==> src/rtl/tmr_cfg_pkg.sv <==
package tmr_cfg_pkg;

  localparam int NREG = 7;

  typedef logic [31:0] word_t;

  // register index = byte address / 4
  localparam int RG_CTRL = 0;
  localparam int RG_FLTA = 1;
  localparam int RG_FLTB = 2;
  localparam int RG_WEXT = 3;
  localparam int RG_DRV  = 4;
  localparam int RG_EVT  = 5;
  localparam int RG_DBG  = 6;

  // control word bit positions
  localparam int CB_SRST     = 0;
  localparam int CB_EN       = 1;
  localparam int CB_STBY     = 2;
  localparam int CB_DIV_LSB  = 4;
  localparam int DIV_W       = 3;
  localparam int CB_SYNC_LSB = 8;
  localparam int SYNC_W      = 2;
  localparam int CB_CAP_LSB  = 16;

  function automatic word_t reg_mask(input int idx);
    case (idx)
      RG_FLTA, RG_FLTB, RG_EVT: return 32'h0000_FFFF;
      RG_WEXT:                  return 32'h00FF_FFFF;
      RG_DRV:                   return 32'hFFFF_FFFF;
      RG_DBG:                   return 32'h0000_0001;
      default:                  return 32'h0000_0000;
    endcase
  endfunction

  // fields of the control word that are frozen while running
  function automatic word_t ctrl_prot_mask(input int ch);
    word_t m;
    m = (word_t'((1 << DIV_W) - 1) << CB_DIV_LSB)
      | (word_t'((1 << SYNC_W) - 1) << CB_SYNC_LSB)
      | (word_t'((64'd1 << ch) - 64'd1) << CB_CAP_LSB);
    return m;
  endfunction

  // select 0..4 -> shift by select, 5..7 -> shift by 2*select-4
  function automatic logic [10:0] presc_ratio_of(input logic [2:0] sel);
    int sh;
    sh = (sel <= 3'd4) ? int'(sel) : (2 * int'(sel) - 4);
    return 11'(1) << sh;
  endfunction

endpackage

==> src/rtl/tmr_cfg_decode.sv <==
module tmr_cfg_decode
  import tmr_cfg_pkg::*;
#(
  parameter int ADDR_W = 8
) (
  input  logic [ADDR_W-1:0] addr,
  output logic [NREG-1:0]   sel
);

  for (genvar i = 0; i < NREG; i++) begin : g_sel
    assign sel[i] = (addr == ADDR_W'(i * 4));
  end

endmodule

==> src/rtl/tmr_cfg_reg.sv <==
module tmr_cfg_reg
  import tmr_cfg_pkg::*;
#(
  parameter word_t MASK      = 32'hFFFF_FFFF,
  parameter bit    PROTECT   = 1'b1,
  parameter bit    KEEP_SRST = 1'b0
) (
  input  logic  clk,
  input  logic  rst_n,
  input  logic  wr_hit,
  input  word_t wdata,
  input  logic  prot_open,
  input  logic  srst_fire,
  output word_t q
);

  logic wr_take;
  assign wr_take = wr_hit && (prot_open || !PROTECT);

  always_ff @(posedge clk or negedge rst_n) begin
    if (!rst_n)                       q <= '0;
    else if (srst_fire && !KEEP_SRST) q <= '0;
    else if (wr_take)                 q <= wdata & MASK;
  end

endmodule

==> src/rtl/tmr_cfg_ctrl.sv <==
module tmr_cfg_ctrl
  import tmr_cfg_pkg::*;
#(
  parameter int CH = 4
) (
  input  logic  clk,
  input  logic  rst_n,
  input  logic  wr_hit,
  input  word_t wdata,
  output word_t q,
  output logic  en,
  output logic  stby,
  output logic  pend,
  output logic  srst_fire
);

  localparam word_t PMASK = ctrl_prot_mask(CH);

  word_t prot_q;
  logic  srst_req;

  assign srst_req  = wr_hit && wdata[CB_SRST];
  assign srst_fire = pend;

  always_ff @(posedge clk or negedge rst_n) begin
    if (!rst_n) begin
      pend   <= 1'b0;
      en     <= 1'b0;
      stby   <= 1'b0;
      prot_q <= '0;
    end else if (srst_fire) begin
      pend   <= 1'b0;
      en     <= 1'b0;
      stby   <= 1'b0;
      prot_q <= '0;
    end else if (srst_req) begin
      pend <= 1'b1;
    end else if (wr_hit) begin
      en   <= wdata[CB_EN];
      stby <= wdata[CB_STBY];
      // frozen fields follow the enable state before this write
      if (!en) prot_q <= wdata & PMASK;
    end
  end

  always_comb begin
    q           = prot_q;
    q[CB_SRST]  = pend;
    q[CB_EN]    = en;
    q[CB_STBY]  = stby;
  end

endmodule

==> src/rtl/tmr_cfg_rdmux.sv <==
module tmr_cfg_rdmux
  import tmr_cfg_pkg::*;
(
  input  logic [NREG-1:0]        sel,
  input  logic [NREG-1:0][31:0]  regs,
  output word_t                  rdata
);

  always_comb begin
    rdata = '0;
    for (int i = 0; i < NREG; i++) begin
      if (sel[i]) rdata = rdata | regs[i];
    end
  end

endmodule

==> src/rtl/tmr_cfg_bank.sv <==
module tmr_cfg_bank
  import tmr_cfg_pkg::*;
#(
  parameter int ADDR_W = 8,
  parameter int CH     = 4
) (
  input  logic              clk,
  input  logic              rst_n,
  input  logic              wr_en,
  input  logic [ADDR_W-1:0] addr,
  input  logic [31:0]       wdata,
  output logic [31:0]       rdata,
  output logic              tmr_en,
  output logic              tmr_stby_run,
  output logic              srst_busy,
  output logic [2:0]        presc_sel,
  output logic [1:0]        presc_sync,
  output logic [10:0]       presc_ratio,
  output logic [CH-1:0]     cap_en,
  output logic [31:0]       flt_a_cfg,
  output logic [31:0]       flt_b_cfg,
  output logic [31:0]       wext_cfg,
  output logic [31:0]       drv_cfg,
  output logic [31:0]       evt_cfg,
  output logic              dbg_cfg
);

  // named internal events
  logic [NREG-1:0]       sel;
  logic [NREG-1:0]       wr_hit;
  logic                  wr_go;
  logic                  prot_open;
  logic                  srst_fire;
  logic [NREG-1:0][31:0] regs;

  tmr_cfg_decode #(.ADDR_W(ADDR_W)) u_dec (
    .addr (addr),
    .sel  (sel)
  );

  assign wr_go     = wr_en && !srst_busy;
  assign wr_hit    = sel & {NREG{wr_go}};
  assign prot_open = !tmr_en;

  tmr_cfg_ctrl #(.CH(CH)) u_ctrl (
    .clk       (clk),
    .rst_n     (rst_n),
    .wr_hit    (wr_hit[RG_CTRL]),
    .wdata     (wdata),
    .q         (regs[RG_CTRL]),
    .en        (tmr_en),
    .stby      (tmr_stby_run),
    .pend      (srst_busy),
    .srst_fire (srst_fire)
  );

  for (genvar i = 1; i < NREG; i++) begin : g_reg
    tmr_cfg_reg #(
      .MASK      (reg_mask(i)),
      .PROTECT   (i != RG_DBG),
      .KEEP_SRST (i == RG_DBG)
    ) u_reg (
      .clk       (clk),
      .rst_n     (rst_n),
      .wr_hit    (wr_hit[i]),
      .wdata     (wdata),
      .prot_open (prot_open),
      .srst_fire (srst_fire),
      .q         (regs[i])
    );
  end

  tmr_cfg_rdmux u_rd (
    .sel   (sel),
    .regs  (regs),
    .rdata (rdata)
  );

  assign presc_sel   = regs[RG_CTRL][CB_DIV_LSB +: DIV_W];
  assign presc_sync  = regs[RG_CTRL][CB_SYNC_LSB +: SYNC_W];
  assign cap_en      = regs[RG_CTRL][CB_CAP_LSB +: CH];
  assign presc_ratio = presc_ratio_of(presc_sel);
  assign flt_a_cfg   = regs[RG_FLTA];
  assign flt_b_cfg   = regs[RG_FLTB];
  assign wext_cfg    = regs[RG_WEXT];
  assign drv_cfg     = regs[RG_DRV];
  assign evt_cfg     = regs[RG_EVT];
  assign dbg_cfg     = regs[RG_DBG][0];

endmodule

==> config.mk <==
export PLATFORM = sky130hd
export DESIGN_NAME = tmr_cfg_bank
export DESIGN_NICKNAME = d
export VERILOG_FILES = /design/src/rtl/tmr_cfg_pkg.sv /design/src/rtl/tmr_cfg_decode.sv /design/src/rtl/tmr_cfg_reg.sv /design/src/rtl/tmr_cfg_ctrl.sv /design/src/rtl/tmr_cfg_rdmux.sv /design/src/rtl/tmr_cfg_bank.sv
export SDC_FILE = /design/constraint.sdc
export NUM_CORES = 1
export LEC_CHECK = 0
export ABC_AREA = 1
export BUFFER_PORTS_ARGS = -buffer_cell sky130_fd_sc_hd__buf_2
export CAP_MARGIN = 10
export CORE_UTILIZATION = 45
export CTS_CLUSTER_DIAMETER = 150
export DETAILED_ROUTE_END_ITERATION = 8
export GPL_TIMING_DRIVEN = 0
export PLACE_DENSITY = 0.76
export SETUP_SLACK_MARGIN = 0.1
export SYNTH_ARGS = -nofsm -noshare
export SYNTH_HDL_FRONTEND = slang
export SYNTH_SLANG_ARGS = --single-unit
export TNS_END_PERCENT = 20
==> constraint.sdc <==
create_clock -name clk -period 1.78 [get_ports clk]
set_clock_uncertainty 0.2 [all_clocks]
set_input_delay 0.267 -clock clk [delete_from_list [all_inputs] [get_ports clk]]
set_output_delay 0.267 -clock clk [all_outputs]
set_load 0.02 [all_outputs]
# After elaboration in Yosys (flattened, before gate mapping)
# Cells that the tools add are included.
# W data, S select, Z words.
# word_totals
register_bits	196
word_cells	76
# op_classes
n_addsub	1
magnitude_cmp	1
n_eq_ne	8
shift	1
mux	30
bitwise_logic	7
reduce_logical	18
# op_table
operator	n
$mux W32	22
$or A32 B32 Y32	5
$or A32 B1 Y32	1
$shl A1 B32 Y11 const A	1
$eq A8 B5 Y1 const B	3
$eq A8 B4 Y1 const B	2
$reduce_bool A2 Y1	6
$eq A8 B3 Y1 const B	1
$logic_not A8 Y1	1
$mux W1	8
$and A7 B7 Y7	1
$logic_and A1 B1 Y1	7
$sub A4 B3 Y5 const B	1
$le A3 B3 Y1 const B	1
$reduce_and A3 Y1	1
$logic_not A1 Y1	2
$ne A2 B1 Y1 const B	1
$ne A2 B2 Y1 const B	1
$reduce_and A2 Y1	1

# Longest topological paths before layout
# logic_depth
word_depth	14
mapped_depth	10
ltp_nobuf	9

# By module
# A second synthesis with hierarchy kept.
# hier_totals
cells_unflattened	1398
area_unflattened_um2	9276.4
# modules_own_cells
mod	n_inst	cells_per_inst	area_each_um2
tmr_cfg_reg at g_reg[1].u_reg ...	3	121	1004.7
tmr_cfg_rdmux	1	469	1918.1
tmr_cfg_reg at g_reg[4].u_reg	1	208	1661.6
tmr_cfg_reg at g_reg[3].u_reg	1	165	1338.8
tmr_cfg_ctrl	1	80	723.2
tmr_cfg_reg at g_reg[6].u_reg	1	37	276.5
tmr_cfg_bank	1	51	242.7
tmr_cfg_decode	1	25	101.3

# Worst setup path before layout
# No wires, ideal clock.
# synth_path
kind	input to output
start	input port addr[7]
end	output port rdata[11]
arrival_ps	1312
required_time_ps	1313
setup_slack_ps	1
cell_stages	8
cell_sequence	nor2_2 nand2_2 nor2_8 nand2_4 inv_4 clkbuf_1 nand2_1 nand3b_1
# synth_via
elab_chain_cells	14
# synth_rtl
element	line	source
from (decl)	tmr_cfg_bank.sv:10	input logic [ADDR_W-1:0] addr,
$logic_not A8 Y1	tmr_cfg_decode.sv:11	assign sel[i] = (addr == ADDR_W'(i * 4));
$mux W32	tmr_cfg_rdmux.sv:12	if (sel[i]) rdata = rdata | regs[i];
$or A32 B32 Y32	tmr_cfg_rdmux.sv:12	
$mux W32	tmr_cfg_rdmux.sv:12	
$or A32 B32 Y32	tmr_cfg_rdmux.sv:12	
$mux W32	tmr_cfg_rdmux.sv:12	
$or A32 B32 Y32	tmr_cfg_rdmux.sv:12	
$mux W32	tmr_cfg_rdmux.sv:12	
$or A32 B32 Y32	tmr_cfg_rdmux.sv:12	
$mux W32	tmr_cfg_rdmux.sv:12	
$or A32 B32 Y32	tmr_cfg_rdmux.sv:12	
$mux W32	tmr_cfg_rdmux.sv:12	
$or A32 B1 Y32	tmr_cfg_rdmux.sv:12	
$mux W32 *	tmr_cfg_rdmux.sv:12	
to (decl)	tmr_cfg_bank.sv:12	output logic [31:0] rdata,
# Every way passes the cells marked *; elsewhere a longest branch is shown, timed or not.

# Final worst setup path
# layout_path
start	input port addr[7]
end	output port rdata[7]
# The elaborated chain is that of the path after synthesis.

==> impl_metrics.yaml <==
run_status:
  status: "finished with violations"
  violations: "DRC, setup timing"
timing:
  timing.final.crit_share_pct: 116.4
  tightest_slew_ps: 676.4
  fin_crit_ps: 2071
  slew-limit-headroom_pct: 54.91
  rsz0062_at_grt: "yes"
  slew_violations: 0
  hold_viol: 0
  fmaxAchievable_ghz: 0.4828
  setup_viol: 74
  fin_ws_ps: -291.3
worst_setup_path:
  end_kind: "output port"
  arrival_ps: 1600
  reg2reg_depth: 7
  r2r-start: "u_ctrl.pend$_DFF_PN0_"
  r2r_slack_ps: -60
  critPathRequiredTime_ps: 1310
  cp_max_fo: 7
  rr_endpoint: "g_reg[1].u_reg.q[8]$_DFFE_PN0P_"
  start_kind: "input port"
  criticalPathCategory: "in2out"
layout:
  drive_gt1_share_pct: 44.42
  area_growth_syn_to_layout_pct: 61.67
  layout_commonest_cell: "nand3_1"
  nets: 1171
  fin_area_mm2: 0.01013
  layout_common_cells: "nand3_1, buf_2, dfrtp_1"
  fillers: 846
  diodes: 0
power:
  p_total_w: 0.007924
  ir_worst_vdd_v: 0.0007165
  power.density_mw_per_mm2: 782.3
  p_leak_nw: 5.658
job:
  cap_violations: 0
floorplanning:
  design.die.area_mm2: 0.01440
  dieWidth_um: 120.0
  initial_core_util_pct: 46.75
  fp-row-count: 42
  dieHeight_um: 120.0
  io_pins: 259
  core_mm2: 0.01340
global_route:
  grt_max_degree: 98
  antenna_found_initial: 0
  grt_use_total_pct: 35.76
  grt_overflow: 0
  grt_pass1_vias: 7128
  grt_pass1_wl_um: 38610
drt:
  vias: 7829
  wl_per_cell_um: 22.00
  firstDrtPassIters: 9
  via_per_inst: 5.954
  ant_nets: 0
  wirelength_um: 28930
  drcViolationCount: 1
  drtIter0Drc: 1360
synthesis:
  synth.distinct_cells: 27
  netlist_area_mm2: 0.006265
  syn_avg_cell_area_um2: 7.940
  ys.flop_type: "dfrtp_1"
  yosysSeqAreaShare_pct: 46.73
  syn_inst: 789
  yosysWarnings: 0
  synth_edf_count: 0
  async_flop_share_pct: 100.0
  ys_ff_latch: 117
placed_design:
  dp_hpwl_um: 15980
  place_congestion: 0.9183
  placed_cell_area_mm2: 0.007760
  port_buffers: 199
min_path:
  min-delay-start: "wdata[12]"
  min_path_cells: 3
  min_to: "g_reg[4].u_reg.q[12]$_DFFE_PN0P_"
  hold_path_class: "in2reg"
clock_tree:
  cts_tree: "yes"
  clk_transition_reported_paths_ps: 50
  cts_buffers: 17
  clockBufferDepth: 2
  cts_root_buffer: "clkbuf_16"
  cts-htree-levels: 4
  clock-sinks: 117
  clock_latency_ps: 420
per-stage QoR:
| stage | TNS (ps) | hold slack, ps | setup WS (ps) | instances | utilization (%) |
|---|---|---|---|---|---|
| finish | -6066 | 7.692 | -291.3 | 1315 | 75.58 |
| global route | -8823 | 13.20 | -316.2 | 1315 | 75.58 |
| CTS | -3275 | 3.849 | -159.2 | 1304 | 72.47 |
| detailed placement | -26840 | -72.00 | -590.6 | 1223 | 57.91 |
| global placement | -170530 | 277.7 | -1457 | 1222 | 57.66 |
| floorplan | 0 | -228.6 | 62.36 | 847 | - |
logic make-up (layout without fill, tap and decap cells):
family | count (synthesis) | count (layout) | share of synthesized area (%)
compound gates | 99 | 99 | 7.909
buf+inv | 167 | 459 | 14.92
simple gates | 405 | 405 | 30.38
flops | 117 | 117 | 46.73
other cells | 1 | 59 | 0.05986
how the worst max path moves through the flow:
stage | startpoint | to | slack, ps | cells after the start
4_1_cts | addr[6] | rdata[13] | -160 | 11
3_3_place_gp | rst_n | u_ctrl.pend$_DFF_PN0_ | -1460 | 1
3_5_place_dp | addr[7] | rdata[2] | -590 | 10
6_report | addr[7] | rdata[7] | -290 | 11
5_1_grt | addr[7] | rdata[7] | -320 | 11
2_1_floorplan | addr[7] | rdata[2] | 60 | 8
state kept, by name, summed over array words and instances, names as in the netlist:
signal and count:
u_ctrl.prot_q 9, u_ctrl.stby 1, g.u_reg.q 105, u_ctrl.pend 1, u_ctrl.en 1
worst max-delay path: stages:
cell	delay, ps
buf_6	100
nor2_4	150
nand2_4	100
inv_4	90
buf_12	140
buf_6	130
nand3_1	210
nand2_2	150
inv_1	40
nand3b_1	100
buf_6	130
cells in the mapped netlist, types with 2 or more instances:
library cell  count  area (µm²)
nand3_1         181       905.9
inv_2             5       18.77
inv_1            49       183.9
nand4_1           9       56.30
dfrtp_1         117        2928
nor2_1           46       172.7
nor3_4            2       32.53
nor3_1            4       20.02
buf_6             6       67.56
nand2_2           2       12.51
clkbuf_1         15       56.30
o21ai_1          62       310.3
nor2_2            3       18.77
o21ai_0          37       185.2
buf_1             9       33.78
nand3_2           3       30.03
buf_2            19       95.09
nand2_1         143       536.8
buf_4            63       473.0
nand3b_1          7       52.55
per-layer routing:
layer	track usage [%]	routed length [µm]
met2	56.54	12730
met1	42.25	9725
met5	0	0
met3	11.26	4242
met4	22.11	2235
timing repair:
action	in CTS	in global routing
cloned	6	3
resized for setup	254	91
endpoints found under the setup margin	155	149
hold endpoints to repair	142	0
hold buffers	18	0
buffers inserted	27	8
pin swaps	27	30
final cells by class:
type | instances | area [µm²] | area share, %
buffer | 112 | 1023 | 10.10
timing repair buffer | 262 | 2002 | 19.77
tap | 176 | 220.2 | 2.174
multi-input combinational | 563 | 3073 | 30.34
clock inverter | 10 | 177.7 | 1.754
inverter | 55 | 234.0 | 2.310
clock buffer | 20 | 466.7 | 4.608
sequential | 117 | 2932 | 28.94
power breakdown:
| part | internal (W) | leakage, nW | total, W | switching (W) |
|---|---|---|---|---|
| sequential | 0.00279 | 1.61 | 0.00294 | 0.000151 |
| clock | 0.00257 | 0.318 | 0.00383 | 0.00126 |
| combinational | 0.000430 | 3.73 | 0.00115 | 0.000724 |
No activity file was read; power rests on OpenSTA's default activity.
